**config.mk**
```make
export PLATFORM = sky130hd
export DESIGN_NAME = errsel_unit
export DESIGN_NICKNAME = d
export VERILOG_FILES = /design/src/rtl/errsel_pkg.sv /design/src/rtl/errsel_decode.sv /design/src/rtl/errsel_trap_chain.sv /design/src/rtl/errsel_sel_reg.sv /design/src/rtl/errsel_unit.sv
export SDC_FILE = /design/constraint.sdc
export NUM_CORES = 1
export LEC_CHECK = 0
export ABC_AREA = 1
export BUFFER_PORTS_ARGS = -buffer_cell sky130_fd_sc_hd__buf_4
export CAP_MARGIN = 15
export CORE_MARGIN = 3
export CORE_UTILIZATION = 44
export DETAILED_ROUTE_END_ITERATION = 7
export HOLD_SLACK_MARGIN = 0.12
export PLACE_DENSITY_LB_ADDON = 0.15
export SLEW_MARGIN = 40
export SYNTH_ARGS = -nofsm -noshare
export SYNTH_HDL_FRONTEND = slang
export SYNTH_HIERARCHICAL = 1
export SYNTH_SLANG_ARGS = --single-unit
```
**constraint.sdc**
```tcl
create_clock -name clk -period 1.95 [get_ports clk]
set_clock_uncertainty 0.05 [all_clocks]
set_input_delay 0.2925 -clock clk [delete_from_list [all_inputs] [get_ports clk]]
set_output_delay 0.2925 -clock clk [all_outputs]
set_load 0.03 [all_outputs]
```
**src/rtl/errsel_pkg.sv**
```systemverilog
package errsel_pkg;

    typedef enum logic [1:0] {
        K_DONE  = 2'b00,
        K_UNDEF = 2'b01,
        K_TRAP2 = 2'b10,
        K_TRAP3 = 2'b11
    } kind_e;

    typedef enum logic {
        ST_IDLE = 1'b0,
        ST_EVAL = 1'b1
    } state_e;

    // Access context captured at acceptance
    typedef struct packed {
        logic [1:0] lvl;
        logic       wr;
        logic       mon;
        logic       halted;
        logic       sdd;
        logic       l2p;
        logic       l3p;
        logic       l2_32;
        logic       l3_32;
        logic       grp5;
        logic       hyperr;
        logic       toperr;
        logic       topwerr;
        logic       prio;
    } ctx_t;

    localparam int SYN_SYSACC = 3;

    localparam int CP_W   = 4;
    localparam int OPC1_W = 3;
    localparam int CRN_W  = 4;
    localparam int CRM_W  = 4;
    localparam int OPC2_W = 3;

endpackage

```
**src/rtl/errsel_decode.sv**
```systemverilog
module errsel_decode
    import errsel_pkg::*;
#(
    parameter int MY_CP   = 15,
    parameter int MY_OPC1 = 0,
    parameter int MY_CRN  = 5,
    parameter int MY_CRM  = 3,
    parameter int MY_OPC2 = 1
) (
    input  logic [CP_W-1:0]   cp,
    input  logic [OPC1_W-1:0] opc1,
    input  logic [CRN_W-1:0]  crn,
    input  logic [CRM_W-1:0]  crm,
    input  logic [OPC2_W-1:0] opc2,
    output logic              hit
);
    assign hit = (cp   == CP_W'(MY_CP))
              && (opc1 == OPC1_W'(MY_OPC1))
              && (crn  == CRN_W'(MY_CRN))
              && (crm  == CRM_W'(MY_CRM))
              && (opc2 == OPC2_W'(MY_OPC2));
endmodule

```
**src/rtl/errsel_trap_chain.sv**
```systemverilog
module errsel_trap_chain
    import errsel_pkg::*;
#(
    parameter int SYN_W = 8
) (
    input  ctx_t             c,
    output kind_e            kind,
    output logic             form,
    output logic [SYN_W-1:0] syn
);
    logic hs;        // halted with secure debug disabled
    logic werr_hit;  // write-only top-level trap applies
    logic early;     // configurable-priority undefined
    logic top_l1;
    logic top_l2;

    assign hs       = c.halted & c.sdd;
    assign werr_hit = c.wr & c.l3p & ~c.l3_32 & c.topwerr;
    assign early    = hs & c.l3p & c.prio & (c.toperr | werr_hit);
    assign top_l1   = (c.l3p & c.toperr & (~c.l3_32 | ~c.mon)) | werr_hit;
    assign top_l2   = (c.l3p & c.toperr) | werr_hit;

    always_comb begin
        kind = K_DONE;
        form = 1'b0;
        syn  = '0;
        unique case (c.lvl)
            2'd0: kind = K_UNDEF;
            2'd1: begin
                if (early) begin
                    kind = K_UNDEF;
                end else if (c.l2p & (c.grp5 | c.hyperr)) begin
                    kind = K_TRAP2;
                    form = c.l2_32;
                    syn  = SYN_W'(SYN_SYSACC);
                end else if (top_l1) begin
                    if (hs) begin
                        kind = K_UNDEF;
                    end else begin
                        kind = K_TRAP3;
                        form = c.l3_32;
                        syn  = c.l3_32 ? '0 : SYN_W'(SYN_SYSACC);
                    end
                end
            end
            2'd2: begin
                if (early) begin
                    kind = K_UNDEF;
                end else if (top_l2) begin
                    if (hs) begin
                        kind = K_UNDEF;
                    end else begin
                        kind = K_TRAP3;
                        form = c.l3_32;
                        syn  = c.l3_32 ? '0 : SYN_W'(SYN_SYSACC);
                    end
                end
            end
            2'd3: begin
                if (~c.mon & c.toperr) begin
                    kind = K_TRAP3;
                    form = 1'b1;
                end
            end
        endcase
    end
endmodule

```
**src/rtl/errsel_sel_reg.sv**
```systemverilog
module errsel_sel_reg #(
    parameter int IDX_W       = 16,
    parameter int NUM_RECORDS = 8
) (
    input  logic             clk,
    input  logic             rst_n,
    input  logic             we,
    input  logic [IDX_W-1:0] wdata,
    output logic [IDX_W-1:0] sel,
    output logic             win_valid
);
    localparam logic [IDX_W:0] LIMIT = (IDX_W+1)'(NUM_RECORDS);

    always_ff @(posedge clk) begin
        if (!rst_n) begin
            sel <= '0;
        end else if (we) begin
            sel <= wdata;
        end
    end

    assign win_valid = ({1'b0, sel} < LIMIT);
endmodule

```
**src/rtl/errsel_unit.sv**
```systemverilog
module errsel_unit
    import errsel_pkg::*;
#(
    parameter int DATA_W      = 32,
    parameter int IDX_W       = 16,
    parameter int NUM_RECORDS = 8,
    parameter int SYN_W       = 8
) (
    input  logic              clk,
    input  logic              rst_n,
    input  logic              acc_valid,
    input  logic              acc_write,
    input  logic [3:0]        acc_cp,
    input  logic [2:0]        acc_opc1,
    input  logic [3:0]        acc_crn,
    input  logic [3:0]        acc_crm,
    input  logic [2:0]        acc_opc2,
    input  logic [DATA_W-1:0] acc_wdata,
    input  logic [1:0]        cur_lvl,
    input  logic              in_monitor,
    input  logic              dbg_halted,
    input  logic              sec_dbg_dis,
    input  logic              lvl2_present,
    input  logic              lvl3_present,
    input  logic              lvl2_is32,
    input  logic              lvl3_is32,
    input  logic              hyp_grp5_trap,
    input  logic              hyp_err_trap,
    input  logic              top_err_trap,
    input  logic              top_werr_trap,
    input  logic              prio_halt_undef,
    output logic              res_valid,
    output logic [1:0]        res_kind,
    output logic              res_form,
    output logic [SYN_W-1:0]  res_syndrome,
    output logic [DATA_W-1:0] res_rdata,
    output logic [IDX_W-1:0]  win_sel,
    output logic              win_valid
);
    state_e            state_q;
    ctx_t              ctx_in;
    ctx_t              req_q;
    logic [IDX_W-1:0]  wdata_q;
    logic              enc_hit;
    logic              acc_take;
    kind_e             chain_kind;
    logic              chain_form;
    logic [SYN_W-1:0]  chain_syn;
    logic              sel_we;
    logic [DATA_W-1:0] rd_word;
    logic [1:0]        q_lvl;

    assign ctx_in = '{lvl: cur_lvl, wr: acc_write, mon: in_monitor,
                      halted: dbg_halted, sdd: sec_dbg_dis,
                      l2p: lvl2_present, l3p: lvl3_present,
                      l2_32: lvl2_is32, l3_32: lvl3_is32,
                      grp5: hyp_grp5_trap, hyperr: hyp_err_trap,
                      toperr: top_err_trap, topwerr: top_werr_trap,
                      prio: prio_halt_undef};
    assign q_lvl = req_q.lvl;

    errsel_decode u_decode (
        .cp   (acc_cp),
        .opc1 (acc_opc1),
        .crn  (acc_crn),
        .crm  (acc_crm),
        .opc2 (acc_opc2),
        .hit  (enc_hit)
    );

    errsel_trap_chain #(.SYN_W(SYN_W)) u_chain (
        .c    (req_q),
        .kind (chain_kind),
        .form (chain_form),
        .syn  (chain_syn)
    );

    assign acc_take = (state_q == ST_IDLE) && acc_valid && enc_hit;
    assign sel_we   = (state_q == ST_EVAL) && (chain_kind == K_DONE) && req_q.wr;

    errsel_sel_reg #(.IDX_W(IDX_W), .NUM_RECORDS(NUM_RECORDS)) u_sel (
        .clk       (clk),
        .rst_n     (rst_n),
        .we        (sel_we),
        .wdata     (wdata_q),
        .sel       (win_sel),
        .win_valid (win_valid)
    );

    // Reserved upper bits read as zero
    generate
        if (DATA_W > IDX_W) begin : g_pad
            assign rd_word = {{(DATA_W-IDX_W){1'b0}}, win_sel};
        end else begin : g_trunc
            assign rd_word = win_sel[DATA_W-1:0];
        end
    endgenerate

    // State register: ACCEPT and RESOLVE transitions
    always_ff @(posedge clk) begin
        if (!rst_n) begin
            state_q <= ST_IDLE;
        end else begin
            unique case (state_q)
                ST_IDLE: if (acc_take) state_q <= ST_EVAL;
                ST_EVAL: state_q <= ST_IDLE;
            endcase
        end
    end

    // Capture of the access context
    always_ff @(posedge clk) begin
        if (!rst_n) begin
            req_q   <= '0;
            wdata_q <= '0;
        end else if (acc_take) begin
            req_q   <= ctx_in;
            wdata_q <= acc_wdata[IDX_W-1:0];
        end
    end

    // Result outputs
    always_ff @(posedge clk) begin
        if (!rst_n) begin
            res_valid    <= 1'b0;
            res_kind     <= 2'b00;
            res_form     <= 1'b0;
            res_syndrome <= '0;
            res_rdata    <= '0;
        end else if (state_q == ST_EVAL) begin
            res_valid    <= 1'b1;
            res_kind     <= chain_kind;
            res_form     <= chain_form;
            res_syndrome <= chain_syn;
            res_rdata    <= (chain_kind == K_DONE && !req_q.wr) ? rd_word : '0;
        end else begin
            res_valid    <= 1'b0;
            res_kind     <= 2'b00;
            res_form     <= 1'b0;
            res_syndrome <= '0;
            res_rdata    <= '0;
        end
    end
endmodule

```
==> out/results.ini <==
[outcome]
status = finished clean

[floorplan]
die_h_um = 92.2
row_count = 30
coreArea_mm2 = 0.00698
pin_count = 129
die_x_um = 92.2
dieArea_mm2 = 0.00850
start_util = 0.468

[timing]
fmax_mhz = 520
fin_crit_sh = 0.987
final-hold-violation-count = 0
maxSlewViolCount = 0
hold_slack_ns = 0.125
min_period_ns = 1.92
rsz0062_at_grt = yes
finalSetupViolCount = 0

[global_route]
track_usage = 0.172
met3_usage = 0.0607
gr-total-overflow = 0
grt.busiest_layer = met2
grt_max_degree = 64
grt_pass1_wl_um = 11600
antenna_found_initial = 0
gr-usage-met1 = 0.226
grt_pass1_vias = 2588
met2_usage = 0.261

[finish]
fin_util = 0.664
final_layout_size_suffix_gt1_frac = 0.291
num_antenna_cells = 0
fin_nets = 669
area_growth_pct = 41.8
final_common_cell = nor2_1
finalNonFillerCells = 698
final_cell_mix = nor2_1 (118), buf_4 (106), nand2_1 (88)

[placed_design]
io_buffer_count = 96
place.gp.congestion = 0.765
dp_hpwl_um = 4920
post-place-cells = 648

[clock_tree]
cts_inserted_buffers = 9
cts.sinks = 76
cts.path.max_buffers = 2
clkSlewWorstSetupHoldPaths_ns = 0.08
cts_tree = done
cts_root_buffer = clkbuf_8
cts.htree.levels = 3
clock_latency_ns = 0.35

[routing]
firstDrtPassIters = 4
wire_per_inst_um = 10.4
vias = 2910
antenna_left = 0
vias_per_cell = 4.17
drcViolationCount = 0
routed_wl_um = 7270
drtIter0Drc = 74

[critical_path]
crit_type = flip-flop to flip-flop
cp.required_ns = 2.15
start_kind = flip-flop
critPathCaptureType = flip-flop
crit_chain = nand2_2, inv_2, nand2_4, nand2_4, a211oi_2, nand2_1, nor2_2, nand2_2, nor2_4, buf_6, clkinvlp_4, nor2_1, nor2_1
critPathSlowestCell = dfxtp_4
max_stage_delay_ns = 0.36
worstPathArrival_ns = 2.12
critPathMaxFanout = 6
cp_top_family = simple AND/OR/NAND/NOR gates
critPathBufInv = 3

[logic_synthesis]
yosysWarnings = 6
synth-seq-area-share = 0.465
ys.flop_type = dfxtp_1
syn_avg_cell_area_um2 = 6.97
postSynthRegisterBits = 76
async_reset_ff_frac = 0
synth_edf_count = 0
syn_area_mm2 = 0.00327
synthCells = 469
ys_types = 26

[flow_run]
cap_violations = 0

[worst_hold_path]
holdCritPathClass = input port to flip-flop

[power_and_ir_drop]
irDropWorstVdd_mv = 0.369
p_per_area_mw_per_mm2 = 642
p_leak_nw = 2.31

==> sequential cells by signal, summed over array words and instances (netlist names) <==
name and cells:
res_kind 2, q_lvl 2, wdata_q 16, state_q 1, u_sel/sel 16, req_q 13
res_valid 1, res_syndrome 8, res_rdata 16, res_form 1
==> synth_stat cells, types with 2 or more instances <==
master / count / share of area
a21oi_1: 9 / 0.014
nand3_1: 6 / 0.0092
conb_1: 2 / 0.0023
buf_6: 3 / 0.010
o21ai_1: 4 / 0.0061
inv_1: 80 / 0.092
ha_1: 4 / 0.015
nand2_2: 5 / 0.0096
nor2_1: 128 / 0.15
o21ai_0: 12 / 0.018
buf_2: 9 / 0.014
clkbuf_1: 2 / 0.0023
nand2_1: 91 / 0.10
dfxtp_1: 76 / 0.47
buf_4: 24 / 0.055
inv_2: 4 / 0.0046
==> worst paths after layout <==
| kind | startpoint | end | slack (ns) | cells after the start |
|---|---|---|---|---|
| max | req_q[7] | u_sel/sel[7] | 0.03 | 13 |
| min | cur_lvl[0] | q_lvl[0] | 0.13 | 3 |
| max reg2reg | req_q[7] | u_sel/sel[7] | 0.03 | 13 |
| min reg2reg | u_sel/sel[13] | res_rdata[13] | 0.41 | 2 |
==> report_power, final <==
part           internal (mW)  leakage [nW]  switching, mW
logic                  0.104          1.60         0.0892
clock network          0.613        0.0988          0.628
registers               1.55         0.615     0.00000247
total                   2.26          2.31          0.717
==> area by class of cell <==
| cell class | instances | area (µm²) |
|---|---|---|
| clock buffer | 9 | 124 |
| clock inverter | 7 | 82.6 |
| fill | 636 | 2340 |
| inverter | 84 | 320 |
| multi-input combinational | 290 | 1360 |
| sequential | 76 | 1530 |
| tap | 96 | 120 |
| timing repair buffer | 133 | 1080 |
| timing repair inverter | 3 | 21.3 |
==> per-layer routing <==
layer  routed length, µm  part of all wire
met1                3320              0.46
met2                3250              0.45
met3                 620             0.085
met4                  86             0.012
met5                   0                 0
==> tightest hold or removal path: stages <==
cell and delay, ns:
buf_4 0.09, nor2_1 0.04, nor2_1 0.08
==> cell families after synthesis <==
| group | share of synthesized area |
|---|---|
| buf+inv | 0.179 |
| simple gates | 0.284 |
| compound gates | 0.0540 |
| flops | 0.465 |
| fa+ha+maj | 0.0153 |
| other cells | 0.00230 |
==> metrics by stage <==
step	cell area, µm²	power [mW]	TNS (ns)	worst slack, ns
detailed placement	3970	1.74	-0.421	-0.0738
finish	4640	2.98	0	0.0256
global route	4640	3.12	-0.528	-0.0679
global placement	3970	1.73	0	0.0240
floorplan	3340	1.69	0	0.0780
CTS	4440	3.01	0	0.00399
==> timing repair <==
action	4_1_cts	5_1_grt
hold buffers	23	1
pin swaps	1	16
resized for setup	6	52
gates cloned	2	1
hold endpoints to repair	23	1
setup buffers	0	7
setup endpoints to repair	15	16
(Power assumes the default switching activity.)
